**src/rtl/trip_pkg.sv**
```systemverilog
// Shared constants and types for the trip flag and interrupt latch.
// Assumes a small register window addressed by a short word index.
package trip_pkg;
    localparam int DATA_W  = 16;
    localparam int ADDR_W  = 2;
    // bit positions shared by the flag, clear and force registers
    localparam int POS_OST = 2;
    localparam int POS_CBC = 1;
    localparam int POS_INT = 0;
    localparam int N_LATCH = 2;

    typedef enum logic [ADDR_W-1:0] {
        SEL_FLAG  = 2'd0,
        SEL_CLEAR = 2'd1,
        SEL_FORCE = 2'd2,
        SEL_NONE  = 2'd3
    } reg_sel_e;

    typedef struct packed {
        logic ost;
        logic cbc;
        logic gint;
    } trip_bits_t;
endpackage

```
**src/rtl/trip_regif.sv**
```systemverilog
// Register decode: turns bus writes into one-cycle clear and force strobes
// and returns read data. Assumes a single-cycle write with no wait states;
// clear and force registers hold no state and read as zero.
module trip_regif
    import trip_pkg::*;
#(
    parameter int DW = DATA_W,
    parameter int AW = ADDR_W
) (
    input  logic          wr_en_i,
    input  logic [AW-1:0] addr_i,
    input  logic [DW-1:0] wdata_i,
    input  trip_bits_t    flags_i,
    output trip_bits_t    clr_o,
    output trip_bits_t    frc_o,
    output logic [DW-1:0] rdata_o
);
    localparam int NFLAG = $bits(trip_bits_t);

    logic wr_clear;
    logic wr_force;

    // decode which register a write targets
    always_comb begin
        wr_clear = wr_en_i && (addr_i == AW'(SEL_CLEAR));
        wr_force = wr_en_i && (addr_i == AW'(SEL_FORCE));
    end

    // clear strobes for all three flags, force strobes for the two latches only
    always_comb begin
        clr_o      = '0;
        frc_o      = '0;
        clr_o.ost  = wr_clear & wdata_i[POS_OST];
        clr_o.cbc  = wr_clear & wdata_i[POS_CBC];
        clr_o.gint = wr_clear & wdata_i[POS_INT];
        frc_o.ost  = wr_force & wdata_i[POS_OST];
        frc_o.cbc  = wr_force & wdata_i[POS_CBC];
    end

    // read mux: only the flag register returns live data
    always_comb begin
        rdata_o = '0;
        if (addr_i == AW'(SEL_FLAG)) begin
            rdata_o[NFLAG-1:0] = flags_i;
        end
    end
endmodule

```
**src/rtl/trip_flag_cell.sv**
```systemverilog
// One sticky flag bit with set priority over clear.
// Assumes set and clear are single-clock strobes or levels from this clock domain.
module trip_flag_cell (
    input  logic clk,
    input  logic rst_n,
    input  logic set_i,
    input  logic clr_i,
    output logic q_o
);
    // hold the flag; set beats clear
    always_ff @(posedge clk) begin
        if (!rst_n)     q_o <= 1'b0;
        else if (set_i) q_o <= 1'b1;
        else if (clr_i) q_o <= 1'b0;
    end


    set_wins_chk: assert property (@(posedge clk) disable iff (!rst_n)
        set_i |=> q_o);

    clear_takes_chk: assert property (@(posedge clk) disable iff (!rst_n)
        (clr_i && !set_i) |=> !q_o);

    hold_idle_chk: assert property (@(posedge clk) disable iff (!rst_n)
        (!set_i && !clr_i) |=> $stable(q_o));
endmodule

```
**src/rtl/trip_cbc_hold.sv**
```systemverilog
// Cycle-by-cycle trip status: raised by a trip, released at a period
// boundary once the hardware trip level is low. Assumes the period strobe
// is one clock wide and already aligned to this clock.
module trip_cbc_hold (
    input  logic clk,
    input  logic rst_n,
    input  logic set_i,
    input  logic period_i,
    input  logic trip_lvl_i,
    output logic q_o
);
    // release only on a boundary with the input quiet; a new set wins
    always_ff @(posedge clk) begin
        if (!rst_n)                        q_o <= 1'b0;
        else if (set_i)                    q_o <= 1'b1;
        else if (period_i && !trip_lvl_i)  q_o <= 1'b0;
    end


    cbc_release_chk: assert property (@(posedge clk) disable iff (!rst_n)
        (period_i && !trip_lvl_i && !set_i) |=> !q_o);

    cbc_hold_chk: assert property (@(posedge clk) disable iff (!rst_n)
        (!period_i && !set_i) |=> $stable(q_o));
endmodule

```
**src/rtl/trip_irq_gen.sv**
```systemverilog
// Global interrupt flag and pulse generator. A request exists whenever any
// trip latch is set while the global flag is clear; servicing it sets the
// flag and emits a one-clock pulse. Assumes latch flags come from registers.
module trip_irq_gen (
    input  logic clk,
    input  logic rst_n,
    input  logic latch_any_i,
    input  logic clr_i,
    output logic gint_o,
    output logic irq_o
);
    logic req;

    // request when a latch is set and no interrupt is outstanding
    always_comb req = latch_any_i && !gint_o;

    // global flag: request sets it (wins over clear), clear write drops it
    always_ff @(posedge clk) begin
        if (!rst_n)     gint_o <= 1'b0;
        else if (req)   gint_o <= 1'b1;
        else if (clr_i) gint_o <= 1'b0;
    end

    // registered pulse, one clock per serviced request
    always_ff @(posedge clk) begin
        if (!rst_n) irq_o <= 1'b0;
        else        irq_o <= req;
    end


    pulse_single_chk: assert property (@(posedge clk) disable iff (!rst_n)
        irq_o |=> !irq_o);

    no_pulse_when_set_chk: assert property (@(posedge clk) disable iff (!rst_n)
        gint_o |=> !irq_o);

    repulse_chk: assert property (@(posedge clk) disable iff (!rst_n)
        (!gint_o && latch_any_i) |=> (irq_o && gint_o));

    quiet_chk: assert property (@(posedge clk) disable iff (!rst_n)
        !latch_any_i |=> !irq_o);
endmodule

```
**src/rtl/trip_latch_ctl.sv**
```systemverilog
// Trip flag and interrupt latch for one PWM channel: one-shot and
// cycle-by-cycle latches, cycle-by-cycle status, global interrupt flag and
// a register window. Assumes trip inputs are already synchronised.
module trip_latch_ctl
    import trip_pkg::*;
#(
    parameter int DW = DATA_W,
    parameter int AW = ADDR_W
) (
    input  logic          clk,
    input  logic          rst_n,
    input  logic          trip_ost_i,
    input  logic          trip_cbc_i,
    input  logic          period_stb_i,
    input  logic          wr_en_i,
    input  logic [AW-1:0] addr_i,
    input  logic [DW-1:0] wdata_i,
    output logic [DW-1:0] rdata_o,
    output logic          irq_o,
    output logic          ost_trip_o,
    output logic          cbc_trip_o
);
    trip_bits_t         flags;
    trip_bits_t         clr;
    trip_bits_t         frc;
    logic [N_LATCH-1:0] lat_set;
    logic [N_LATCH-1:0] lat_clr;
    logic [N_LATCH-1:0] lat_q;
    logic               gint;

    trip_regif #(.DW(DW), .AW(AW)) u_regif (
        .wr_en_i (wr_en_i),
        .addr_i  (addr_i),
        .wdata_i (wdata_i),
        .flags_i (flags),
        .clr_o   (clr),
        .frc_o   (frc),
        .rdata_o (rdata_o)
    );

    // index 1 = one-shot, index 0 = cycle-by-cycle
    always_comb begin
        lat_set = {trip_ost_i | frc.ost, trip_cbc_i | frc.cbc};
        lat_clr = {clr.ost, clr.cbc};
    end

    for (genvar g = 0; g < N_LATCH; g++) begin : g_latch
        trip_flag_cell u_cell (
            .clk   (clk),
            .rst_n (rst_n),
            .set_i (lat_set[g]),
            .clr_i (lat_clr[g]),
            .q_o   (lat_q[g])
        );
    end

    trip_cbc_hold u_cbc_hold (
        .clk        (clk),
        .rst_n      (rst_n),
        .set_i      (lat_set[0]),
        .period_i   (period_stb_i),
        .trip_lvl_i (trip_cbc_i),
        .q_o        (cbc_trip_o)
    );

    trip_irq_gen u_irq (
        .clk         (clk),
        .rst_n       (rst_n),
        .latch_any_i (|lat_q),
        .clr_i       (clr.gint),
        .gint_o      (gint),
        .irq_o       (irq_o)
    );

    // gather flag register view and status outputs
    always_comb begin
        flags.ost  = lat_q[1];
        flags.cbc  = lat_q[0];
        flags.gint = gint;
        ost_trip_o = lat_q[1];
    end


    ost_sticky_chk: assert property (@(posedge clk) disable iff (!rst_n)
        (ost_trip_o && !clr.ost) |=> ost_trip_o);

    zero_read_chk: assert property (@(posedge clk) disable iff (!rst_n)
        (addr_i != AW'(SEL_FLAG)) |-> (rdata_o == '0));
endmodule

```
**config.mk**
```make
export PLATFORM = sky130hd
export DESIGN_NAME = trip_latch_ctl
export DESIGN_NICKNAME = d
export VERILOG_FILES = /design/src/rtl/trip_pkg.sv /design/src/rtl/trip_regif.sv /design/src/rtl/trip_flag_cell.sv /design/src/rtl/trip_cbc_hold.sv /design/src/rtl/trip_irq_gen.sv /design/src/rtl/trip_latch_ctl.sv
export SDC_FILE = /design/constraint.sdc
export NUM_CORES = 1
export LEC_CHECK = 0
export ABC_AREA = 1
export BUFFER_PORTS_ARGS = -buffer_cell sky130_fd_sc_hd__buf_2
export CORE_AREA = 2 2 39 41
export DETAILED_ROUTE_END_ITERATION = 12
export DIE_AREA = 0 0 41 43
export HOLD_SLACK_MARGIN = 0.02
export PLACE_DENSITY = 0.73
export SKIP_CTS_REPAIR_TIMING = 1
export SLEW_MARGIN = 20
export SYNTH_ARGS = -nofsm -noshare
export SYNTH_HDL_FRONTEND = slang
export SYNTH_HIERARCHICAL = 1
export SYNTH_SLANG_ARGS = --single-unit
export TNS_END_PERCENT = 1
```
**constraint.sdc**
```tcl
create_clock -name clk -period 0.8 [get_ports clk]
set_input_delay 0.04 -clock clk [delete_from_list [all_inputs] [get_ports clk]]
set_output_delay 0.04 -clock clk [all_outputs]
set_load 0.005 [all_outputs]
```
==> insert_results.sql, run 1 <==
INSERT INTO impl_metrics (metric_group, metric, value, unit) VALUES
('status', 'status', 'complete, but fails checks', ''),
('status', 'failed_checks', 'negative setup slack', ''),
('place', 'gpl.final_weighted_congestion', '0.753', ''),
('clock_network', 'clock_tree.buffer_depth', '2', ''),
('power_and_ir_drop', 'power_per_cell_area', '1440', 'nW/um^2'),
('critical_path', 'rrSetupSlack', '0.12', 'ns'),
('yosys', 'syn_area', '419', 'um^2'),
('floorplanning', 'die-width', '41', 'um'),
('timing', 'slew_violations', '0', ''),
('timing', 'timing.final.setup_violations', '4', ''),
('drt', 'antenna_violation_net_count_after_detailed_routing', '0', ''),
('critical_path', 'kind_of_critical_path', 'register to output pin', ''),
('global_routing', 'grt_first_pass_wirelength', '1010', 'um'),
('drt', 'first_pass_iters', '4', ''),
('global_routing', 'grt_use_met3', '0.0785', ''),
('final_layout', 'layout.nets', '115', ''),
('timing', 'grt_setup_unrepaired', 'true', ''),
('drt', 'detail_route.wl_per_cell', '6.31', 'um'),
('min_path', 'number_of_stages_on_the_worst_hold_path', '3', ''),
('timing', 'setup_ws', '-0.0465', 'ns'),
('global_routing', 'first_global_vias', '280', ''),
('clock_network', 'insertion_delay', '0.24', 'ns'),
('timing', 'timing.fmax', '1180', 'MHz'),
('final_layout', 'layout_common_cells', 'inv_1 (25), buf_2 (15), conb_1 (13), nand2_1 (9), nor2_1 (8)', ''),
('min_path', 'hold_path_startpoint', 'rst_n', ''),
('place', 'buffer_ports.inserted', '16', ''),
('global_routing', 'grt_overflow', '0', ''),
('final_layout', 'layout.filler_cells', '166', ''),
('power_and_ir_drop', 'power.leakage', '0.346', 'nW'),
('drt', 'detailedRoute.firstIterationViolations', '6', ''),
('drt', 'route.vias.total', '363', ''),
('clock_network', 'cts_tree', 'yes', ''),
('drt', 'drt-total-wl', '669', 'um'),
('timing', 'final.setup_skew', '0.00138', 'ns'),
('floorplanning', 'chip_height', '43', 'um'),
('yosys', 'synth_cells', '69', ''),
('final_layout', 'post-route-cell-area', '518', 'um^2'),
('critical_path', 'reg2regPathDepth', '3', ''),
('timing', 'timing.final.crit_share', '1.06', ''),
('floorplanning', 'design.core.area', '1380', 'um^2'),
('global_routing', 'number_of_antenna_violations_at_the_first_check_in_global_routing', '0', ''),
('timing', 'whs', '0.0677', 'ns'),
('clock_network', 'tritoncts.num_buffers', '3', ''),
('drt', 'avgViaCountPerCell', '3.42', ''),
('clock_network', 'worst_setup_hold_path_clk_slew', '0.04', 'ns'),
('power_and_ir_drop', 'ir_worst_vdd', '0.810', 'mV'),
('min_path', 'hold_path_class', 'input pin to register', ''),
('yosys', 'syn_area_per_cell', '6.07', 'um^2'),
('final_layout', 'drive_gt1_frac', '0.333', ''),
('critical_path', 'worstPathMaxFanout', '3', ''),
('critical_path', 'endpoint_of_the_worst_slack_reg_to_reg_timing_path', 'g_latch[1].u_cell/q_o', ''),
('final_layout', 'area.growth.synth_to_final', '23.6', '%'),
('clock_network', 'clock_sink_count', '5', ''),
('critical_path', 'crit_arrival', '0.81', 'ns'),
('place', 'detailedPlacementHpwl', '578', 'um'),
('critical_path', 'worstPathRequired', '0.76', 'ns'),
('global_routing', 'gr-usage-met1', '0.0939', ''),
('place', 'placed_cell_areas', '467', 'um^2'),
('job', 'drv.max_cap_violation_count', '0', ''),
('drt', 'number_of_remaining_drc_errors', '0', ''),
('global_routing', 'pin_count_of_the_biggest_net_entering_global_routing', '6', ''),
('clock_network', 'clock_tree.htree_level_count', '1', ''),
('critical_path', 'start_kind', 'register', ''),
('timing', 'count_of_final_hold_check_violations', '0', ''),
('timing', 'finalWorstPathRequiredPeriod', '0.847', 'ns'),
('floorplanning', 'floorplan.die_area', '1760', 'um^2'),
('critical_path', 'rr_startpoint', 'g_latch[1].u_cell/q_o', ''),
('floorplanning', 'ios', '43', ''),
('min_path', 'holdPathEnd', 'g_latch[0].u_cell/q_o', ''),
('critical_path', 'critical_path_endpoint_category', 'output pin', ''),
('final_layout', 'diodes', '0', ''),
('floorplanning', 'rows', '14', ''),
('floorplanning', 'start_util', '0.303', ''),
('yosys', 'yosys_warnings', '6', ''),
('clock_network', 'ctsRootBufferMaster', 'clkbuf_4', ''),
('global_routing', 'busiest_layer', 'met2', ''),
('global_routing', 'grt_use_total', '0.0895', ''),
('final_layout', 'layout_commonest_cell', 'inv_1', ''),
('global_routing', 'met2_usage', '0.122', '');
registers in the layout, indices dropped and copies added (netlist names):
name / count
u_cbc_hold/q_o: 1
g_latch.u_cell/q_o: 2
u_irq/irq_o: 1
u_irq/gint_o: 1
metal layers:
layer	share of wire	vias up
met5	0	-
met4	0	0
met1	0.42	145
met3	0.099	0
li1	-	203
met2	0.48	15
area by class of cell:
type	count	area [um^2]	area share
clock buffers	4	26.3	0.0507
repair buffers	18	101	0.196
multi-input cells	37	169	0.326
flip-flops and latches	5	104	0.200
inverters	26	97.6	0.188
well taps	16	20.0	0.0386
stage by stage:
step	util	TNS, ns	instances	power [mW]	setup slack (ns)
floorplan	-	0	81	0.429	0.161
global placement	0.337	0	100	0.438	0.0673
detailed placement	0.337	0	100	0.443	0.0574
CTS	0.356	-0.309	104	0.744	-0.130
global route	0.374	-0.319	106	0.813	-0.0903
finish	0.374	-0.138	106	0.747	-0.0465
power breakdown:
group | total (mW) | switching, mW | leakage [nW] | internal [mW]
logic | 0.172 | 0.0925 | 0.289 | 0.0800
registers | 0.291 | 0.0124 | 0.0424 | 0.279
clock network | 0.284 | 0.0955 | 0.0150 | 0.188
worst max-delay path: stages (launching register included):
cell and delay, ns:
dfxtp_2 0.33, inv_1 0.04, nor2_1 0.08, buf_2 0.11
worst max path at each step:
| stage | from | to | slack (ns) | cells after the start |
|---|---|---|---|---|
| after global routing | g_latch[1].u_cell/q_o | rdata_o[2] | -0.09 | 3 |
| after detailed placement | addr_i[0] | u_cbc_hold/q_o | 0.06 | 8 |
| after floorplan | g_latch[1].u_cell/q_o | u_irq/gint_o | 0.16 | 4 |
| final | g_latch[0].u_cell/q_o | rdata_o[1] | -0.05 | 3 |
| after CTS | g_latch[1].u_cell/q_o | rdata_o[2] | -0.13 | 3 |
| after global placement | addr_i[0] | u_cbc_hold/q_o | 0.07 | 8 |
(Power assumes the default switching activity.)
==> run 2, diff against run 1 <==
- ABC_AREA: 1 -> 0
- PLACE_DENSITY: 0.73 -> 0.7
==> run 2 against run 1 <==
Against the previous run:
- the flow still finishes with violations (negative setup slack)
- global-route usage grew 0.092 points
- highest routed layer is now met4
- combinational power is 6% lower
- clock power rose by 5%
- clock-buffer cell count did not move
- largest power group is now the clock network
==> insert_results.sql, run 2 <==
INSERT INTO impl_metrics (metric_group, metric, value, unit) VALUES
('clock_network', 'clock_tree.buffer_depth', '2', ''),
('drt', 'drt-total-wl', '686', 'um'),
('power_and_ir_drop', 'power.internal', '555', 'uW'),
('critical_path', 'rrSetupSlack', '-0.06', 'ns'),
('floorplanning', 'start_util', '0.273', ''),
('final_layout', 'layout_commonest_cell', 'buf_2', ''),
('power_and_ir_drop', 'sw_frac_of_total', '0.255', ''),
('yosys', 'synth_cells', '41', ''),
('status', 'failed_checks', 'negative setup slack', ''),
('global_routing', 'pin_count_of_the_biggest_net_entering_global_routing', '6', ''),
('power_and_ir_drop', 'ir_worst_vdd', '0.841', 'mV'),
('clock_network', 'worst_setup_hold_path_clk_slew', '0.04', 'ns'),
('clock_network', 'clock_tree.htree_level_count', '1', ''),
('final_layout', 'area.growth.synth_to_final', '36.4', '%'),
('status', 'status', 'complete, but fails checks', ''),
('min_path', 'number_of_stages_on_the_worst_hold_path', '3', ''),
('timing', 'grt_setup_unrepaired', 'true', ''),
('global_routing', 'grt_overflow', '0', ''),
('final_layout', 'finalCoreUtilization', '0.373', ''),
('critical_path', 'start_kind', 'register', ''),
('floorplanning', 'ios', '43', ''),
('timing', 'final.setup_skew', '0.000197', 'ns'),
('drt', 'antenna_violation_net_count_after_detailed_routing', '0', ''),
('power_and_ir_drop', 'power.share.sequential', '0.382', ''),
('critical_path', 'critical_path_endpoint_category', 'output pin', ''),
('drt', 'number_of_remaining_drc_errors', '0', ''),
('yosys', 'syn_area', '378', 'um^2'),
('yosys', 'yosys_warnings', '6', ''),
('clock_network', 'ctsRootBufferMaster', 'clkbuf_4', ''),
('critical_path', 'worstPathMaxFanout', '3', ''),
('drt', 'first_pass_iters', '2', ''),
('floorplanning', 'die-width', '41', 'um'),
('timing', 'count_of_final_hold_check_violations', '0', ''),
('timing', 'setup_ws', '-0.0966', 'ns'),
('power_and_ir_drop', 'share_comb_of_total_power', '0.216', ''),
('floorplanning', 'design.core.area', '1380', 'um^2'),
('critical_path', 'crit_arrival', '0.86', 'ns'),
('final_layout', 'largest_register_ffs', '2', ''),
('final_layout', 'drive_gt1_frac', '0.515', ''),
('drt', 'route.vias.total', '336', ''),
('global_routing', 'grt_use_total', '0.0905', ''),
('min_path', 'holdPathEnd', 'u_cbc_hold/q_o', ''),
('critical_path', 'worstPathRequired', '0.76', 'ns'),
('floorplanning', 'floorplan.die_area', '1760', 'um^2'),
('place', 'gpl.final_weighted_congestion', '0.682', ''),
('timing', 'timing.fmax', '1120', 'MHz'),
('critical_path', 'reg2regPathDepth', '2', ''),
('timing', 'finalWorstPathRequiredPeriod', '0.897', 'ns'),
('global_routing', 'grt_first_pass_wirelength', '1050', 'um'),
('drt', 'avgViaCountPerCell', '4.10', ''),
('power_and_ir_drop', 'power.leakage', '0.284', 'nW'),
('power_and_ir_drop', 'total_switching_power', '190', 'uW'),
('min_path', 'hold_path_startpoint', 'trip_cbc_i', ''),
('final_layout', 'layout.nets', '91', ''),
('critical_path', 'rr_startpoint', 'g_latch[0].u_cell/q_o', ''),
('timing', 'timing.final.crit_share', '1.12', ''),
('place', 'detailedPlacementHpwl', '573', 'um'),
('final_layout', 'diodes', '0', ''),
('global_routing', 'first_global_vias', '255', ''),
('clock_network', 'clock_sink_count', '5', ''),
('clock_network', 'insertion_delay', '0.24', 'ns'),
('power_and_ir_drop', 'power_per_cell_area', '1450', 'nW/um^2'),
('job', 'drv.max_cap_violation_count', '0', ''),
('clock_network', 'cts_tree', 'yes', ''),
('timing', 'timing.final.setup_violations', '5', ''),
('drt', 'detail_route.wl_per_cell', '8.37', 'um'),
('final_layout', 'layout_common_cells', 'buf_2 (16), conb_1 (13), buf_4 (6), and4b_1 (5), nor3b_2 (4)', ''),
('floorplanning', 'rows', '14', ''),
('global_routing', 'number_of_antenna_violations_at_the_first_check_in_global_routing', '0', ''),
('final_layout', 'registers.top_by_ff_count', 'g_latch.u_cell/q_o', ''),
('clock_network', 'tritoncts.num_buffers', '3', ''),
('place', 'buffer_ports.inserted', '16', ''),
('final_layout', 'layout.filler_cells', '151', ''),
('power_and_ir_drop', 'power.share.clock', '0.402', ''),
('timing', 'setup_total_negative_slack', '-0.361', 'ns'),
('yosys', 'syn_area_per_cell', '9.22', 'um^2'),
('min_path', 'hold_path_class', 'input pin to register', ''),
('floorplanning', 'chip_height', '43', 'um'),
('critical_path', 'kind_of_critical_path', 'register to output pin', ''),
('place', 'pre_cts_ws', '-0.152', 'ns'),
('timing', 'slew_violations', '0', ''),
('critical_path', 'endpoint_of_the_worst_slack_reg_to_reg_timing_path', 'u_irq/gint_o', ''),
('drt', 'detailedRoute.firstIterationViolations', '5', '');
==> run 2: how the worst max path moves through the flow <==
stage          cells past startpoint                   from  slack, ns        endpoint
2_1_floorplan                      2  g_latch[1].u_cell/q_o      -0.03    u_irq/gint_o
3_5_place_dp                       5              addr_i[1]      -0.15  u_cbc_hold/q_o
3_3_place_gp                       5              addr_i[1]      -0.13  u_cbc_hold/q_o
5_1_grt                            2  g_latch[1].u_cell/q_o      -0.15      rdata_o[2]
6_report                           2           u_irq/gint_o       -0.1      rdata_o[0]
4_1_cts                            2           u_irq/gint_o      -0.23      rdata_o[0]
==> run 2: power groups by stage <==
stage / logic [mW] / registers (mW) / clock network, mW
finish: 0.161 / 0.285 / 0.299
global route: 0.181 / 0.288 / 0.330
CTS: 0.148 / 0.284 / 0.306
detailed placement: 0.148 / 0.288 / 0
global placement: 0.144 / 0.288 / 0
floorplan: 0.115 / 0.287 / 0
==> run 2: final cells by class <==
class	instances	area (um^2)	area share
Timing Repair Buffer	22	125	0.243
Clock buffer	4	26.3	0.0510
Tap cell	16	20.0	0.0388
Sequential cell	5	104	0.201
Multi-Input combinational cell	35	240	0.466
==> run 2: per-stage QoR <==
stage	cell area, um^2	total power, mW	hold WS (ns)	cells
2_1_floorplan	423	0.402	0.113	53
3_3_place_gp	463	0.432	0.295	77
3_5_place_dp	463	0.436	0.302	77
4_1_cts	489	0.739	0.0471	81
5_1_grt	515	0.799	0.0574	82
6_report	515	0.745	0.0524	82
==> run 2: critical path, cell delays in order, from the launching register on <==
cell and delay, ns:
dfxtp_2 0.33, nor3b_2 0.16, buf_2 0.13
==> run 2: metal layers <==
metal | wire, um | track usage | share of wire | vias up
li1 | - | - | - | 168
met1 | 273 | 0.119 | 0.40 | 143
met2 | 293 | 0.106 | 0.43 | 22
met3 | 110 | 0.0681 | 0.16 | 3
met4 | 8 | 0.0400 | 0.012 | 0
met5 | 0 | 0 | 0 | -
==> run 3, diff against run 2 <==
- BUFFER_PORTS_ARGS: -buffer_cell sky130_fd_sc_hd__buf_2 -> -buffer_cell sky130_fd_sc_hd__clkbuf_2
- HOLD_SLACK_MARGIN: 0.02 -> 0.15
==> run 3 against run 2 <==
Against the previous run:
- the run still ends with negative setup slack left
- first-iteration DRC count fell by 40%
- utilization rose by 0.72 points
- routed wire length rose by 5.2%
- non-clock buffer count rose by 1
- via count fell by 4.5%
- global-route usage did not move
- final cell count rose by 1.2%
- combinational power rose by 4%
- clock power barely moved
- critical path type unchanged
- critical endpoint unchanged
==> insert_results.sql, run 3 (synthesis results as in run 2) <==
INSERT INTO impl_metrics (metric_group, metric, value, unit) VALUES
('status', 'status', 'complete, but fails checks', ''),
('status', 'failed_checks', 'negative setup slack', ''),
('place', 'dpl.cell_count', '76', ''),
('critical_path', 'path_cells', 'nor3b_2, buf_2', ''),
('final_layout', 'layout.nets', '92', ''),
('clock_network', 'clock_tree.htree_level_count', '1', ''),
('final_layout', 'diodes', '0', ''),
('floorplanning', 'floorplan.die_area', '1760', 'um^2'),
('floorplanning', 'start_util', '0.273', ''),
('drt', 'antenna_violation_net_count_after_detailed_routing', '0', ''),
('critical_path', 'worstPathMaxFanout', '3', ''),
('timing', 'timing.final.crit_share', '1.09', ''),
('final_layout', 'final_cells', '83', ''),
('min_path', 'hold_path_class', 'input pin to register', ''),
('global_routing', 'grt_first_pass_wirelength', '1030', 'um'),
('drt', 'detail_route.wl_per_cell', '8.70', 'um'),
('drt', 'route.vias.total', '321', ''),
('drt', 'drt-total-wl', '722', 'um'),
('critical_path', 'rr_startpoint', 'g_latch[0].u_cell/q_o', ''),
('power_and_ir_drop', 'power.leakage', '0.290', 'nW'),
('place', 'buffer_ports.inserted', '16', ''),
('clock_network', 'tritoncts.num_buffers', '3', ''),
('clock_network', 'clock_sink_count', '5', ''),
('timing', 'timing.fmax', '1140', 'MHz'),
('floorplanning', 'design.core.area', '1380', 'um^2'),
('drt', 'avgViaCountPerCell', '3.87', ''),
('global_routing', 'number_of_antenna_violations_at_the_first_check_in_global_routing', '0', ''),
('timing', 'grt_setup_unrepaired', 'true', ''),
('final_layout', 'drive_gt1_frac', '0.507', ''),
('power_and_ir_drop', 'power_per_cell_area', '1430', 'nW/um^2'),
('timing', 'finalWorstPathRequiredPeriod', '0.875', 'ns'),
('floorplanning', 'die-width', '41', 'um'),
('clock_network', 'insertion_delay', '0.24', 'ns'),
('job', 'drv.max_cap_violation_count', '0', ''),
('critical_path', 'worstPathRequired', '0.76', 'ns'),
('place', 'gpl.final_weighted_congestion', '0.704', ''),
('critical_path', 'reg2regPathDepth', '2', ''),
('drt', 'first_pass_iters', '2', ''),
('final_layout', 'finalCoreUtilization', '0.380', ''),
('timing', 'slew_violations', '0', ''),
('place', 'pre_cts_ws', '-0.144', 'ns'),
('final_layout', 'registers.top_by_ff_count', 'g_latch.u_cell/q_o', ''),
('place', 'detailedPlacementHpwl', '567', 'um'),
('final_layout', 'area.growth.synth_to_final', '39.1', '%'),
('critical_path', 'worst_path_largest_cell_delay', '0.33', 'ns'),
('global_routing', 'first_global_vias', '253', ''),
('critical_path', 'kind_of_critical_path', 'register to output pin', ''),
('clock_network', 'cts_tree', 'yes', ''),
('final_layout', 'largest_register_ffs', '2', ''),
('power_and_ir_drop', 'ir_worst_vdd', '0.730', 'mV'),
('timing', 'timing.final.setup_violations', '6', ''),
('timing', 'setup_ws', '-0.0755', 'ns'),
('floorplanning', 'chip_height', '43', 'um'),
('timing', 'final.setup_skew', '0.00425', 'ns'),
('drt', 'number_of_remaining_drc_errors', '0', ''),
('critical_path', 'rrSetupSlack', '-0.06', 'ns'),
('floorplanning', 'rows', '14', ''),
('clock_network', 'ctsRootBufferMaster', 'clkbuf_4', ''),
('min_path', 'hold_path_startpoint', 'trip_cbc_i', ''),
('timing', 'count_of_final_hold_check_violations', '0', ''),
('critical_path', 'crit_arrival', '0.84', 'ns'),
('timing', 'whs', '0.0565', 'ns'),
('global_routing', 'pin_count_of_the_biggest_net_entering_global_routing', '6', ''),
('final_layout', 'post-route-cell-area', '526', 'um^2'),
('timing', 'setup_total_negative_slack', '-0.292', 'ns'),
('critical_path', 'start_kind', 'register', ''),
('global_routing', 'grt_overflow', '0', ''),
('power_and_ir_drop', 'overall_power_after_layout', '749', 'uW'),
('min_path', 'number_of_stages_on_the_worst_hold_path', '3', ''),
('final_layout', 'layout_common_cells', 'clkbuf_2 (13), conb_1 (13), buf_4 (6), and4b_1 (5), nor3b_2 (4)', ''),
('global_routing', 'grt_use_total', '0.0905', ''),
('clock_network', 'clock_tree.buffer_depth', '2', ''),
('clock_network', 'worst_setup_hold_path_clk_slew', '0.05', 'ns'),
('critical_path', 'worst_path_slowest_cell', 'dfxtp_2', ''),
('drt', 'detailedRoute.firstIterationViolations', '3', ''),
('floorplanning', 'ios', '43', ''),
('critical_path', 'critical_path_endpoint_category', 'output pin', ''),
('min_path', 'holdPathEnd', 'u_cbc_hold/q_o', ''),
('place', 'placed_cell_areas', '455', 'um^2'),
('critical_path', 'endpoint_of_the_worst_slack_reg_to_reg_timing_path', 'u_irq/gint_o', '');
==> run 3: report_power, final <==
part	total, mW	switching [mW]	internal [mW]	leakage (nW)
Clock	0.297	0.108	0.189	0.0150
Sequential	0.284	0.0108	0.273	0.0423
Combinational	0.167	0.0704	0.0971	0.232
Total	0.749	0.190	0.559	0.290
==> run 3: layout make-up <==
class	count	area, um^2
flip-flops and latches	5	104
multi-input cells	35	240
fillers	164	858
well taps	16	20.0
repair buffers	23	135
clock buffers	4	26.3
==> run 3: how the worst max path moves through the flow <==
stage | from | to | cells past startpoint
2_1_floorplan | g_latch[1].u_cell/q_o | u_irq/gint_o | 2
3_3_place_gp | addr_i[0] | u_cbc_hold/q_o | 5
3_5_place_dp | addr_i[0] | u_cbc_hold/q_o | 5
4_1_cts | u_irq/gint_o | rdata_o[0] | 2
5_1_grt | g_latch[0].u_cell/q_o | rdata_o[1] | 2
6_report | u_irq/gint_o | rdata_o[0] | 2
==> run 3: routing by layer <==
metal / GRT usage / up-vias / wire length [um]
met1: 0.116 / 132 / 318
met4: 0.0400 / 0 / 10
li1: - / 168 / -
met5: 0 / - / 0
met2: 0.113 / 19 / 316
met3: 0.0628 / 2 / 76
==> run 3: worst max-delay path: cells and delay by family, from the launching register on <==
family | cells | cell delay, ns
flip-flops | 1 | 0.33
AND/OR/NAND/NOR | 1 | 0.14
buffers and inverters | 1 | 0.13
